==> src/rtl/sdw_pkg.sv <==
package sdw_pkg;
  localparam int unsigned DW    = 32;
  localparam int unsigned SEL_W = 3;
  localparam int unsigned POL_W = 2;
  localparam int unsigned FLD_W = SEL_W + 3;

  typedef enum logic [SEL_W-1:0] {
    PICK_B0, PICK_B1, PICK_B2, PICK_B3, PICK_HLO, PICK_HHI, PICK_ALL, PICK_RSV
  } pick_e;

  typedef enum logic [POL_W-1:0] {
    FILL_ZERO, FILL_SIGN, FILL_KEEP, FILL_RSV
  } fill_e;

  // Field order matches the packing of each source slot in the control word
  typedef struct packed {
    logic  mag;   // abs
    logic  inv;   // negate
    logic  sext;
    pick_e pick;
  } opnd_fld_t;

  localparam int unsigned DSEL_LSB = 8;
  localparam int unsigned FILL_LSB = 11;
  localparam int unsigned SAT_BIT  = 13;
  localparam int unsigned OPA_LSB  = 16;
  localparam int unsigned OPB_LSB  = 24;

  function automatic logic pick_is_byte(pick_e p);
    return p inside {PICK_B0, PICK_B1, PICK_B2, PICK_B3};
  endfunction

  function automatic logic pick_is_half(pick_e p);
    return p inside {PICK_HLO, PICK_HHI};
  endfunction
endpackage

==> src/rtl/sdw_src_extract.sv <==
module sdw_src_extract
  import sdw_pkg::*;
(
  input  logic [DW-1:0] raw,
  input  opnd_fld_t     fld,
  input  logic          active,
  output logic [DW-1:0] val
);
  logic [7:0]    b_part;
  logic [15:0]   h_part;
  logic [DW-1:0] widened;
  logic [DW-1:0] magn;

  always_comb begin
    b_part = raw[{fld.pick[1:0], 3'b000} +: 8];
    h_part = raw[{fld.pick[0], 4'b0000} +: 16];
    if (pick_is_byte(fld.pick))
      widened = {{(DW-8){fld.sext & b_part[7]}}, b_part};
    else if (pick_is_half(fld.pick))
      widened = {{(DW-16){fld.sext & h_part[15]}}, h_part};
    else
      widened = raw;
    magn = (fld.mag && widened[DW-1]) ? (~widened + 1'b1) : widened;
    if (!active)
      val = raw;
    else if (fld.inv)
      val = ~magn + 1'b1;
    else
      val = magn;
  end
endmodule

==> src/rtl/sdw_dst_merge.sv <==
module sdw_dst_merge
  import sdw_pkg::*;
(
  input  logic [DW-1:0] res,
  input  logic [DW-1:0] old,
  input  pick_e         pick,
  input  fill_e         fill,
  output logic [DW-1:0] merged
);
  logic [4:0]    sh;
  logic [DW-1:0] slot_z;
  logic [DW-1:0] slot_s;
  logic [DW-1:0] slot_m;

  always_comb begin
    if (pick_is_byte(pick)) begin
      sh     = {pick[1:0], 3'b000};
      slot_z = {{(DW-8){1'b0}}, res[7:0]};
      slot_s = {{(DW-8){res[7]}}, res[7:0]};
      slot_m = {{(DW-8){1'b0}}, 8'hFF};
    end else begin
      sh     = {pick[0], 4'b0000};
      slot_z = {{(DW-16){1'b0}}, res[15:0]};
      slot_s = {{(DW-16){res[15]}}, res[15:0]};
      slot_m = {{(DW-16){1'b0}}, 16'hFFFF};
    end
    if (!(pick_is_byte(pick) || pick_is_half(pick)))
      merged = res;
    else begin
      unique case (fill)
        FILL_SIGN: merged = slot_s << sh;
        FILL_KEEP: merged = (old & ~(slot_m << sh)) | (slot_z << sh);
        default:   merged = slot_z << sh;
      endcase
    end
  end
endmodule

==> src/rtl/sdw_out_stage.sv <==
module sdw_out_stage #(
  parameter bit          REG_OUT = 1'b1,
  parameter int unsigned PW      = 97
) (
  input  logic          clk,
  input  logic          rst_n,
  input  logic          in_valid,
  output logic          in_ready,
  input  logic [PW-1:0] in_data,
  output logic          out_valid,
  input  logic          out_ready,
  output logic [PW-1:0] out_data
);
  generate
    if (REG_OUT) begin : g_reg
      logic          vld_q;
      logic [PW-1:0] dat_q;
      assign in_ready  = !vld_q || out_ready;
      assign out_valid = vld_q;
      assign out_data  = dat_q;
      always_ff @(posedge clk or negedge rst_n) begin
        if (!rst_n) begin
          vld_q <= 1'b0;
          dat_q <= '0;
        end else if (in_ready) begin
          vld_q <= in_valid;
          if (in_valid) dat_q <= in_data;
        end
      end
      AST_STALL_HOLD: assert property (@(posedge clk) disable iff (!rst_n)
        (out_valid && !out_ready) |=> (out_valid && $stable(out_data)));
      AST_READY_RULE: assert property (@(posedge clk) disable iff (!rst_n)
        (out_valid && !out_ready) |-> !in_ready);
    end else begin : g_comb
      assign in_ready  = out_ready;
      assign out_valid = in_valid;
      assign out_data  = in_data;
    end
  endgenerate
endmodule

==> src/rtl/subword_lane_fmt.sv <==
module subword_lane_fmt
  import sdw_pkg::*;
#(
  parameter bit REG_OUT = 1'b1
) (
  input  logic          clk,
  input  logic          rst_n,
  input  logic          in_valid,
  output logic          in_ready,
  input  logic [31:0]   src0_i,
  input  logic [31:0]   src1_i,
  input  logic [31:0]   dst_old_i,
  input  logic [31:0]   alu_res_i,
  input  logic [31:0]   ctrl_i,
  input  logic          two_src_i,
  output logic          out_valid,
  input  logic          out_ready,
  output logic [31:0]   opa_o,
  output logic [31:0]   opb_o,
  output logic [31:0]   dst_o,
  output logic          sat_o
);
  localparam int unsigned NSRC = 2;
  localparam int unsigned PW   = 3*DW + 1;

  opnd_fld_t     fld   [NSRC];
  logic [DW-1:0] raw   [NSRC];
  logic [DW-1:0] fmt   [NSRC];
  logic          act   [NSRC];
  pick_e         dpick;
  fill_e         dfill;
  logic [DW-1:0] dst_c;
  logic [PW-1:0] pay_in;
  logic [PW-1:0] pay_out;
  logic          unused_ctrl;

  assign fld[0] = opnd_fld_t'(ctrl_i[OPA_LSB +: FLD_W]);
  assign fld[1] = opnd_fld_t'(ctrl_i[OPB_LSB +: FLD_W]);
  assign raw[0] = src0_i;
  assign raw[1] = src1_i;
  assign act[0] = 1'b1;
  assign act[1] = two_src_i;
  assign dpick  = pick_e'(ctrl_i[DSEL_LSB +: SEL_W]);
  assign dfill  = fill_e'(ctrl_i[FILL_LSB +: POL_W]);
  assign unused_ctrl = ^{ctrl_i[7:0], ctrl_i[15:14], ctrl_i[23:22], ctrl_i[31:30]};

  generate
    for (genvar s = 0; s < NSRC; s++) begin : g_src
      sdw_src_extract i_ext (
        .raw    (raw[s]),
        .fld    (fld[s]),
        .active (act[s]),
        .val    (fmt[s])
      );
    end
  endgenerate

  sdw_dst_merge i_merge (
    .res    (alu_res_i),
    .old    (dst_old_i),
    .pick   (dpick),
    .fill   (dfill),
    .merged (dst_c)
  );

  assign pay_in = {ctrl_i[SAT_BIT], dst_c, fmt[1], fmt[0]};

  sdw_out_stage #(.REG_OUT(REG_OUT), .PW(PW)) i_stage (
    .clk       (clk),
    .rst_n     (rst_n),
    .in_valid  (in_valid),
    .in_ready  (in_ready),
    .in_data   (pay_in),
    .out_valid (out_valid),
    .out_ready (out_ready),
    .out_data  (pay_out)
  );

  assign opa_o = pay_out[DW-1:0];
  assign opb_o = pay_out[2*DW-1:DW];
  assign dst_o = pay_out[3*DW-1:2*DW];
  assign sat_o = pay_out[3*DW];

  logic acc;
  assign acc = in_valid && in_ready;

  AST_ZEXT_HIGH: assert property (@(posedge clk) disable iff (!rst_n)
    (acc && pick_is_byte(fld[0].pick) && !fld[0].sext && !fld[0].mag && !fld[0].inv)
      |-> (fmt[0][DW-1:8] == '0));
  AST_ABS_NONNEG: assert property (@(posedge clk) disable iff (!rst_n)
    (acc && fld[0].mag && !fld[0].inv && fmt[0] != 32'h8000_0000) |-> !fmt[0][DW-1]);
  AST_B_BYPASS: assert property (@(posedge clk) disable iff (!rst_n)
    (acc && !two_src_i) |-> (fmt[1] == src1_i));
  AST_PAD_LOW: assert property (@(posedge clk) disable iff (!rst_n)
    (acc && dfill == FILL_ZERO && dpick == PICK_HHI) |-> (dst_c[15:0] == '0));
  AST_SIGN_TOP: assert property (@(posedge clk) disable iff (!rst_n)
    (acc && dfill == FILL_SIGN && pick_is_byte(dpick)) |-> (dst_c[DW-1] == alu_res_i[7]));
  AST_KEEP_HIGH: assert property (@(posedge clk) disable iff (!rst_n)
    (acc && dfill == FILL_KEEP && dpick == PICK_HLO) |-> (dst_c[31:16] == dst_old_i[31:16]));
  AST_WORD_PASS: assert property (@(posedge clk) disable iff (!rst_n)
    (acc && dpick inside {PICK_ALL, PICK_RSV}) |-> (dst_c == alu_res_i));
endmodule

==> config.mk <==
export PLATFORM = sky130hd
export DESIGN_NAME = subword_lane_fmt
export DESIGN_NICKNAME = d
export VERILOG_FILES = /design/src/rtl/sdw_pkg.sv /design/src/rtl/sdw_src_extract.sv /design/src/rtl/sdw_dst_merge.sv /design/src/rtl/sdw_out_stage.sv /design/src/rtl/subword_lane_fmt.sv
export SDC_FILE = /design/constraint.sdc
export NUM_CORES = 1
export LEC_CHECK = 0
export ABC_CLOCK_PERIOD_IN_PS = 2550
export BUFFER_PORTS_ARGS = -buffer_cell sky130_fd_sc_hd__buf_2
export CORE_UTILIZATION = 55
export DETAILED_ROUTE_END_ITERATION = 6
export PLACE_DENSITY_LB_ADDON = 0.25
export SLEW_MARGIN = 20
export SYNTH_ARGS = -nofsm -noshare
export SYNTH_HDL_FRONTEND = slang
export SYNTH_SLANG_ARGS = --single-unit
==> constraint.sdc <==
create_clock -name clk -period 2.55 [get_ports clk]
set_clock_uncertainty 0.05 [all_clocks]
set_input_delay 0.255 -clock clk [delete_from_list [all_inputs] [get_ports clk]]
set_output_delay 0.255 -clock clk [all_outputs]
set_load 0.02 [all_outputs]
==> metrics.md, run 1 <==
| Metric | Value |
|---|---|
| Worst endpoint after global-route timing repair | `i_stage.out_data[59]$_DFFE_PN0P_/D` |
| Total track usage | `0.766` |
| Err | `[ERROR GRT-0232] Routing congestion too high. Check the congestion heatmap in the GUI.` |
| Netlist cell types | `99` |
| Post-DP HPWL | `36.4 mm` |
| Synth Instances | `around 1.4k` |
| Synth Area in Compound Gates | `0.314` |
| Clk buf depth | `2` |
| Die X | `~140 µm` |
| Sequential fraction of the synthesis area | `0.226` |
| Post-synth net total | `1601` |
| Most frequent cell after synthesis | `nand2_1` |
| Total grt overflow | `81` |
| I/O pin count | `264` |
| H-tree depth | `3` |
| Synthesized area | `0.0108 mm²` |
| Largest family of logic cells by synthesized area | `compound AO/OA/AOI/OAI gates` |
| Die Ht | `142 µm` |
| Clk root buf | `clkbuf_16` |
| IO Port Bufs | `249` |
| Post-synth EDFFs | `0` |
| Post-synth top area share | `0.226` |
| Area leader, netlist | `dfrtp_1` |
| Ys flop type | `dfrtp_1` |
| Placer Congestion | `1.03` |
| Outcome | `aborted with a tool error` |
| Most common library cells after synthesis | `189 x nand2_1, 149 x o21ai_0, 98 x dfrtp_1` |
| Syn avg cell area | `approximately 7.6 µm²` |
| Number of synthesis warnings | `0` |
| Pin count of the biggest net entering global routing | `70` |
| Synth Area in Simple Gates | `0.247` |
| Ys async rst share | `1.00` |
| CTS Buf Count | `9` |
| Clk sink count | `98` |
| Row cnt | `50` |
| Top cells by area, synth | `dfrtp_1 23%, o21ai_0 6.9%, nand2_1 6.5%` |
| Dpl cell area | `~0.016 mm²` |
| Synth Area in Adders | `0.00693` |
| Synth Area in XOR/XNOR | `0.0784` |
| Starting Density | `0.570` |
| Mux cell area share after synthesis | `0.0761` |
| Yosys reg bits | `98` |
| Worst EP Category | `sequential cell input` |
| Stopping stage | `5_1_grt` |
per-stage QoR:
stage	util	setup WS, ns	cells	hold WS [ns]
2_1_floorplan	-	-1.30	1430	-0.0906
3_3_place_gp	0.820	-1.29	2237	0.161
3_5_place_dp	0.820	-1.42	2237	0.169
4_1_cts	0.888	-0.803	2299	0.0733
repair_timing:
| item | 4_1_cts |
|---|---|
| endpoints found under the hold margin | 29 |
| buffers inserted | 47 |
| resized for setup | 151 |
| hold buffers | 1 |
| endpoints found under the setup margin | 53 |
| cloned | 2 |
| pin swaps | 102 |
per-layer routing:
layer,track usage,GRT overflow
met2,0.950,35
met3,0.583,0
met4,0.784,44
met5,0.145,0
met1,0.774,2
cells by family after synthesis:
| family | count (synthesis) |
|---|---|
| muxes | 74 |
| and+or+nand+nor | 523 |
| buffers and inverters | 127 |
| AOI/OAI and AO/OA | 505 |
| DFF | 98 |
| adders and majority gates | 6 |
| xor gates and xnor gates | 97 |
==> run 2: changes to the inputs <==
--- a/config.mk
+++ b/config.mk
@@ -7,9 +7,9 @@
 export LEC_CHECK = 0
 export ABC_CLOCK_PERIOD_IN_PS = 2550
 export BUFFER_PORTS_ARGS = -buffer_cell sky130_fd_sc_hd__buf_2
-export CORE_UTILIZATION = 55
+export CORE_UTILIZATION = 40
 export DETAILED_ROUTE_END_ITERATION = 6
-export PLACE_DENSITY_LB_ADDON = 0.25
+export PLACE_DENSITY_LB_ADDON = 0.15
 export SLEW_MARGIN = 20
 export SYNTH_ARGS = -nofsm -noshare
 export SYNTH_HDL_FRONTEND = slang
==> run 2 against run 1 <==
The flow now finishes, with violations (DRC, setup timing). Synthesized cell count is the same. Synthesized area stayed put.
==> metrics.md, run 2 <==
| Metric | Value |
|---|---|
| Outcome | `complete, but fails checks` |
| Failing checks | `DRC, setup timing` |
| Slew Limit Headroom | `0.379` |
| Worst Tran Pin Value | `0.931 ns` |
| Sequential fraction of the synthesis area | `0.226 (unchanged)` |
| Fin crit share | `1.35` |
| Power share of the sequential group | `0.257` |
| Post-synth top area share | `0.226 (unchanged)` |
| Fraction of layout cells with a size suffix above 1 | `0.462` |
| Top cells by area, synth | `dfrtp_1 23%, o21ai_0 6.9%, nand2_1 6.5%` |
| Crit Path Category | `in -> reg` |
| Leak | `8.19 nW` |
| WP buf/inv | `10` |
| Ys async rst share | `1.00 (unchanged)` |
| Fin nets | `roughly 2.2k` |
| Drt wl/cell | `19.3 µm` |
| RSZ-0062 raised after global routing | `true` |
| Min cycle time layout | `between 3 and 4 ns` |
| Worst Path Required | `roughly 2.7 ns` |
| Crit path cell chain | `buf_12 -> buf_12 -> and3b_2 -> a211oi_4 -> or2_4 -> ha_4 -> o311ai_4 -> nor4_4 -> buf_6 -> buf_6 -> nand4_1 -> a221o_1 -> nand2_1 -> buf_4 -> buf_4 -> buf_4 -> buf_4 -> buf_4 -> buf_4 -> nand3_1 -> o21ai_1 -> nor3_1 -> a22o_1` |
| Clk buf depth | `2 (unchanged)` |
| CP peak stage delay | `0.34 ns` |
| Mux cell area share after synthesis | `0.0761 (unchanged)` |
| Global-route wire length before repair | `72.4 mm` |
| CP top delay family | `buffers and inverters` |
| Sw frac | `0.405` |
| Ys flop type | `dfrtp_1` |
| Die footprint | `approximately 0.028 mm²` |
| Synth Area in Adders | `0.00693 (unchanged)` |
| Number of synthesis warnings | `0 (unchanged)` |
| Most common library cells after synthesis | `189 x nand2_1, 149 x o21ai_0, 98 x dfrtp_1` |
| Residual DRC | `26` |
| Vias | `14.1k` |
| Synth Area in XOR/XNOR | `0.0784 (unchanged)` |
| Combinational power share | `0.536` |
| Max VDD drop | `0.397 mV` |
| # diodes | `0` |
| Total track usage | `0.325` |
| Slowest-stage cell, CP | `a221o_1` |
| GRT met3 Usage | `0.0637` |
| Hold Path Class | `in -> reg` |
| Startpoint types | `input port` |
| Post-DP HPWL | `35.5 mm (-2.4%)` |
| Final hold vios | `0` |
| GR Util met1 | `0.437` |
| Clk slew on worst S/H paths | `around 0.08 ns` |
| Total Wirelength | `46.5 mm` |
| Syn avg cell area | `7.58 µm² (unchanged)` |
| Met2 Use GR | `0.535` |
| Finished Cell Area | `0.0176 mm²` |
| Final setup violating endpoints | `52` |
| Final ANT Viol Nets | `0` |
| Critical path arrival | `3.63 ns` |
| Clk sink count | `98 (unchanged)` |
| Fill count | `2220` |
| Post-synth net total | `1601 (unchanged)` |
| Yosys reg bits | `98 (unchanged)` |
| Placer Congestion | `0.973 (-5.4%)` |
| Fmax | `about 0.29 GHz` |
| Placed cell count | `2306 (+3.1%)` |
| Vias/cell | `5.85` |
| Area Overhead vs Synth | `62.7%` |
| Finished Layout Cells | `approximately 2.4k` |
| Most frequent cells in the layout | `431 x buf_4, 242 x buf_2, 176 x nand2_1, 98 x dfrtp_1, 94 x o21ai_0` |
| Critical Path End Type | `register` |
| Power per Cell Area | `445 mW/mm²` |
| Area leader, netlist | `dfrtp_1` |
| Slew Viols, Final | `0` |
| Most common cell after layout, fill and taps aside | `buf_4` |
| Synthesized area | `0.0108 mm² (unchanged)` |
| Cell Int Power | `4.66 mW` |
| Netlist cell types | `99 (unchanged)` |
| Crit Path Max Fanout | `9` |
| Vias in the first global route | `around 13k` |
| Total grt overflow | `0` |
| Max FFs per register | `97` |
| CTS tree | `yes` |
| Placeable Area | `0.0263 mm²` |
| Initial DRC count | `approximately 1.5k` |
| Largest family of logic cells by synthesized area | `compound AO/OA/AOI/OAI gates` |
| Synth Instances | `1430 (unchanged)` |
| Row cnt | `59 (+18%)` |
| Starting Density | `0.412 (-0.157)` |
| Most common cell on crit path | `buf_4` |
| Clock Power Share | `0.207` |
| Most frequent cell after synthesis | `nand2_1` |
| Layer with the highest usage | `met2` |
| Synth Area in Simple Gates | `0.247 (unchanged)` |
| I/O pin count | `264 (unchanged)` |
| CTS Buf Count | `9 (unchanged)` |
| Clk root buf | `clkbuf_16` |
| Max_cap viols | `0` |
| P_sw | `3.18 mW` |
| IO Port Bufs | `249 (unchanged)` |
| Pin count of the biggest net entering global routing | `79` |
| Worst Slack Setup Final | `-0.892 ns` |
| Worst skew pair latency | `0.35 ns` |
| H-tree depth | `3 (unchanged)` |
| Initial antenna violation count | `1` |
| Die X | `167 µm (+17%)` |
| Post-synth EDFFs | `0 (unchanged)` |
| Dpl cell area | `0.0157 mm² (+0.63%)` |
| Iteration count of the initial detailed-routing pass | `7` |
| Synth Area in Compound Gates | `0.314 (unchanged)` |
| Die Ht | `167 µm (+17%)` |
-- run 2: worst paths after layout --
kind | from | to | cells past startpoint | slack (ns)
worst min register to register | i_stage.out_data[95] | i_stage.out_data[95] | 2 | 0.43
max in group asynchronous | rst_n | i_stage.out_data[22] | 3 | 1.44
min in group asynchronous | rst_n | i_stage.out_data[59] | 2 | 0.28
worst min-delay path | ctrl_i[13] | i_stage.out_data[96] | 2 | 0.08
worst max register to register | i_stage.out_valid | i_stage.out_data[39] | 4 | 0.83
worst max-delay path | ctrl_i[16] | i_stage.out_data[27] | 23 | -0.89
-- run 2: final cells by class --
class                           instances  area (µm²)  area share
Clock buffer                           11         253      0.0143
Multi-Input combinational cell       1205        9070       0.514
Clock inverter                          5        85.1     0.00483
Timing Repair Buffer                  731        5290       0.300
Sequential cell                        98        2450       0.139
Tap cell                              335         419      0.0238
Inverter                               17        63.8     0.00362
-- run 2: per-layer routing --
metal  share of wire  vias to the layer above  wire (µm)
met2            0.46                      693      21400
met5               0                        -          0
met4           0.019                        0        883
met1            0.43                     6689      20200
met3           0.087                       70       4040
li1                -                     6607          -
-- run 2: power by group through the flow --
| stage | clock network, mW | logic, mW | registers (mW) |
|---|---|---|---|
| global route | 1.71 | 4.51 | 2.05 |
| finish | 1.62 | 4.20 | 2.02 |
| detailed placement | 0 | 3.73 | 2.03 |
| floorplan | 0 | 1.72 | 2.37 |
| CTS | 1.67 | 4.01 | 2.01 |
| global placement | 0 | 3.68 | 2.04 |
-- run 2: kinds of logic after synthesis --
logic type | Yosys count
and+or+nand+nor | 523
AOI/OAI and AO/OA | 505
buffers and inverters | 127
DFF | 98
xor gates and xnor gates | 97
muxes | 74
adders and majority gates | 6
-- run 2: through the flow --
step | hold slack [ns] | setup TNS, ns | power (mW) | setup WS [ns] | utilization
2_1_floorplan | -0.0906 | -37.27 | 4.09 | -1.30 | -
3_3_place_gp | 0.111 | -56.77 | 5.72 | -1.39 | 0.597
3_5_place_dp | 0.116 | -61.58 | 5.77 | -1.52 | 0.597
4_1_cts | 0.0675 | -30.01 | 7.69 | -0.826 | 0.650
5_1_grt | 0.0764 | -38.02 | 8.27 | -1.04 | 0.671
6_report | 0.0815 | -31.80 | 7.84 | -0.892 | 0.671
-- run 2: what timing repair did --
action | in CTS | in global routing
hold endpoints to repair | 20 | 0
endpoints found under the setup margin | 52 | 56
buffers inserted | 54 | 23
resized for setup | 130 | 75
cloned | 3 | 1
hold buffers | 1 | 0
pin swaps | 91 | 63
-- run 2: worst reg2reg max path, delay by kind of cell, from the launching register on --
kind,cells,cell delay [ns]
compound gates,2,0.73
flops,1,0.39
simple gates,2,0.50
No activity file was read; power rests on OpenSTA's default activity.
==> run 3: changes to the inputs <==
--- a/config.mk
+++ b/config.mk
@@ -13,4 +13,5 @@
 export SLEW_MARGIN = 20
 export SYNTH_ARGS = -nofsm -noshare
 export SYNTH_HDL_FRONTEND = slang
+export SYNTH_HIERARCHICAL = 1
 export SYNTH_SLANG_ARGS = --single-unit
==> run 3 against run 2 <==
The flow finishes with violations (setup timing). Die area up 13%. Critical path depth down 9. Cell area up 11%. Worst hold slack worse by 0.012 ns. Sequential share of layout area down 1.4 points. First-iteration DRC count down 16%. Maximum frequency down 9.6%. Sequential power up 3%. Largest cell class unchanged. Largest power group unchanged.
==> metrics.md, run 3 <==
| Metric | Value |
|---|---|
| Outcome | `complete, but fails checks` |
| Failing checks | `setup timing` |
| Die X | `177 µm (+6.3%)` |
| Critical path arrival | `4.08 ns (+0.45 ns)` |
| Most common library cells after synthesis | `135 x nand2_1, 117 x nor2_1, 98 x dfrtp_1` |
| Power per Cell Area | `440 mW/mm² (-1.1%)` |
| Slowest-stage cell, CP | `or4b_4` |
| Yosys reg bits | `98 (unchanged)` |
| Area Overhead vs Synth | `59.6%` |
| Final TNS setup | `-54.47 ns (-22.68 ns)` |
| Worst Tran Pin Value | `1.07 ns (+0.139 ns)` |
| Initial DRC count | `1225 (-16%)` |
| Placer Congestion | `0.991 (+1.9%)` |
| CP peak stage delay | `0.55 ns (+0.21 ns)` |
| Vias in the first global route | `14.7k (+9.8%)` |
| Critical Path End Type | `register` |
| Min cycle time layout | `3.81 ns (+0.367 ns)` |
| Leak | `8.91 nW (+8.8%)` |
| Total track usage | `0.328 (+0.00221)` |
| H-tree depth | `3 (unchanged)` |
| Crit path cell chain | `buf_12 -> buf_6 -> mux4_2 -> o211a_4 -> a2111oi_4 -> a31oi_2 -> xnor2_2 -> nor4_4 -> buf_4 -> or4b_4 -> or3_4 -> or4_1 -> nand3_1 -> mux2_4` |
| Starting Density | `0.410 (-0.00199)` |
| Fmax | `0.262 GHz (-9.6%)` |
| Post-synth net total | `1685 (+5.2%)` |
| Most frequent cells in the layout | `436 x buf_4, 242 x buf_2, 121 x nand2_1, 110 x nor2_1, 98 x dfrtp_1` |
| Fin nets | `2335 (+4.6%)` |
| Post-DP HPWL | `38.6 mm (+8.6%)` |
| Die footprint | `0.0313 mm² (+13%)` |
| Syn avg cell area | `8.10 µm² (+6.9%)` |
| Finished Layout Cells | `2559 (+6.5%)` |
| Pin count of the biggest net entering global routing | `98 (+24%)` |
| CP top delay family | `simple AND/OR/NAND/NOR gates` |
| Worst Path Required | `2.82 ns (+0.08 ns)` |
| Clk sink count | `98 (unchanged)` |
| Global-route wire length before repair | `80.5 mm (+11%)` |
| Ys flop type | `dfrtp_1` |
| CTS tree | `yes` |
| Hold WS | `0.0697 ns (-0.0118 ns)` |
| Slew Viols, Final | `0 (unchanged)` |
| Fill count | `2513 (+13%)` |
| Netlist cell types | `96 (-3.0%)` |
| Worst Slack Setup Final | `-1.26 ns (-0.367 ns)` |
| Residual DRC | `0 (-100%)` |
| Max VDD drop | `0.346 mV (-13%)` |
| Area leader, netlist | `dfrtp_1` |
| Final setup violating endpoints | `61 (+17%)` |
| Pre-CTS setup slack | `-1.93 ns (-0.413 ns)` |
| Post-synth EDFFs | `0 (unchanged)` |
| Die Ht | `177 µm (+6.3%)` |
| Initial antenna violation count | `0 (-1)` |
| Row cnt | `63 (+6.8%)` |
| Most frequent cell after synthesis | `nand2_1` |
| WP buf/inv | `3 (-7)` |
| Fin crit share | `1.49 (+0.144)` |
| Total Wirelength | `53.9 mm (+16%)` |
| Sequential fraction of the synthesis area | `0.200 (-0.0263)` |
| Most common cell after layout, fill and taps aside | `buf_4` |
| Worst reg-to-reg setup slack | `0.86 ns (+0.03 ns)` |
| Slew Limit Headroom | `0.287 (-0.0925)` |
| Fraction of layout cells with a size suffix above 1 | `0.520 (+0.0580)` |
| Ys async rst share | `1.00 (unchanged)` |
| Max_cap viols | `0 (unchanged)` |
| Final ANT Viol Nets | `0 (unchanged)` |
| Clk slew on worst S/H paths | `0.07 ns (about the same)` |
| Iteration count of the initial detailed-routing pass | `5 (-2)` |
| Synth Instances | `1514 (+5.9%)` |
| I/O pin count | `264 (unchanged)` |
| Worst skew pair latency | `0.38 ns (+0.03 ns)` |
| Crit Path Max Fanout | `7 (-2)` |
| Crit Path Category | `in -> reg` |
| Max FFs per register | `97 (unchanged)` |
| RSZ-0062 raised after global routing | `true` |
| Startpoint types | `input port` |
| IO Port Bufs | `249 (unchanged)` |
| Total power | `8.61 mW (+9.7%)` |
| Placed cell count | `2446 (+6.1%)` |
| Top cells by area, synth | `dfrtp_1 20%, mux2_2 8.6%, nand2_1 4.1%` |
| Placeable Area | `0.0299 mm² (+14%)` |
| Drt wl/cell | `21.1 µm (+8.8%)` |
| Clk root buf | `clkbuf_16` |
| Vias/cell | `6.01 (+2.7%)` |
| Post-synth top area share | `0.200 (-0.0263)` |
| Vias | `15.4k (+9.4%)` |
| Total grt overflow | `0 (unchanged)` |
| Final hold vios | `0 (unchanged)` |
| # diodes | `0 (unchanged)` |
| Clk buf depth | `2 (unchanged)` |
| Synthesized area | `0.0123 mm² (+13%)` |
| Number of synthesis warnings | `6 (+6)` |
| Hold Path Class | `in -> reg` |
| CTS Buf Count | `9 (unchanged)` |
## run 3: power breakdown
| group | total (mW) | leakage (nW) | switching (mW) | internal, mW |
|---|---|---|---|---|
| Sequential | 2.09 | 1.18 | 0.201 | 1.89 |
| Combinational | 5.00 | 7.59 | 2.64 | 2.36 |
| Clock | 1.51 | 0.148 | 0.732 | 0.776 |
## run 3: final cells by class
type | count | area [µm²] | share of cell area
multi-input combinational | 1278 | 10700 | 0.547
timing repair buffer | 752 | 5530 | 0.282
sequential | 98 | 2450 | 0.125
tap | 390 | 488 | 0.0249
clock buffer | 10 | 229 | 0.0117
inverter | 25 | 98.8 | 0.00505
clock inverter | 6 | 70.1 | 0.00358
## run 3: cells by family (layout without fill, tap and decap cells)
| kind of cell | after synthesis | in the layout | synth area share |
|---|---|---|---|
| XOR/XNOR | 80 | 80 | 0.0572 |
| multiplexers | 181 | 181 | 0.175 |
| buffers and inverters | 145 | 793 | 0.0600 |
| AO/OA/AOI/OAI | 449 | 452 | 0.261 |
| adder cells (fa/ha/maj) | 6 | 6 | 0.00612 |
| flip-flops | 98 | 98 | 0.200 |
| AND/OR/NAND/NOR | 554 | 558 | 0.241 |
| other | 1 | 1 | 0.000306 |
## run 3: path summary, 6_finish.rpt
check                                     start  cells after the start                   end
min in group asynchronous                 rst_n                      2  i_stage/out_data[31]
setup / recovery                     ctrl_i[24]                     14  i_stage/out_data[63]
setup reg to reg              i_stage/out_valid                      4  i_stage/out_data[43]
hold reg to reg            i_stage/out_data[42]                      1  i_stage/out_data[42]
max in group asynchronous                 rst_n                      3  i_stage/out_data[60]
hold / removal                       ctrl_i[13]                      2  i_stage/out_data[96]
## run 3: routing by layer
layer	up-vias	share of wire	global-route usage
li1	7039	-	-
met1	7444	0.43	0.427
met2	755	0.46	0.540
met3	145	0.070	0.0434
met4	0	0.039	0.137
met5	-	0	0
## run 3: repair_timing
action,CTS,global route
pin swaps,89,88
hold buffers,1,0
buffers inserted,63,42
resized for setup,170,181
cloned,5,6
endpoints found under the setup margin,62,62
endpoints found under the hold margin,28,0
## run 3: metrics by stage
stage	cell area, µm²	util
floorplan	12700	-
global placement	16800	0.563
detailed placement	16800	0.563
CTS	18400	0.614
global route	19600	0.655
finish	19600	0.655
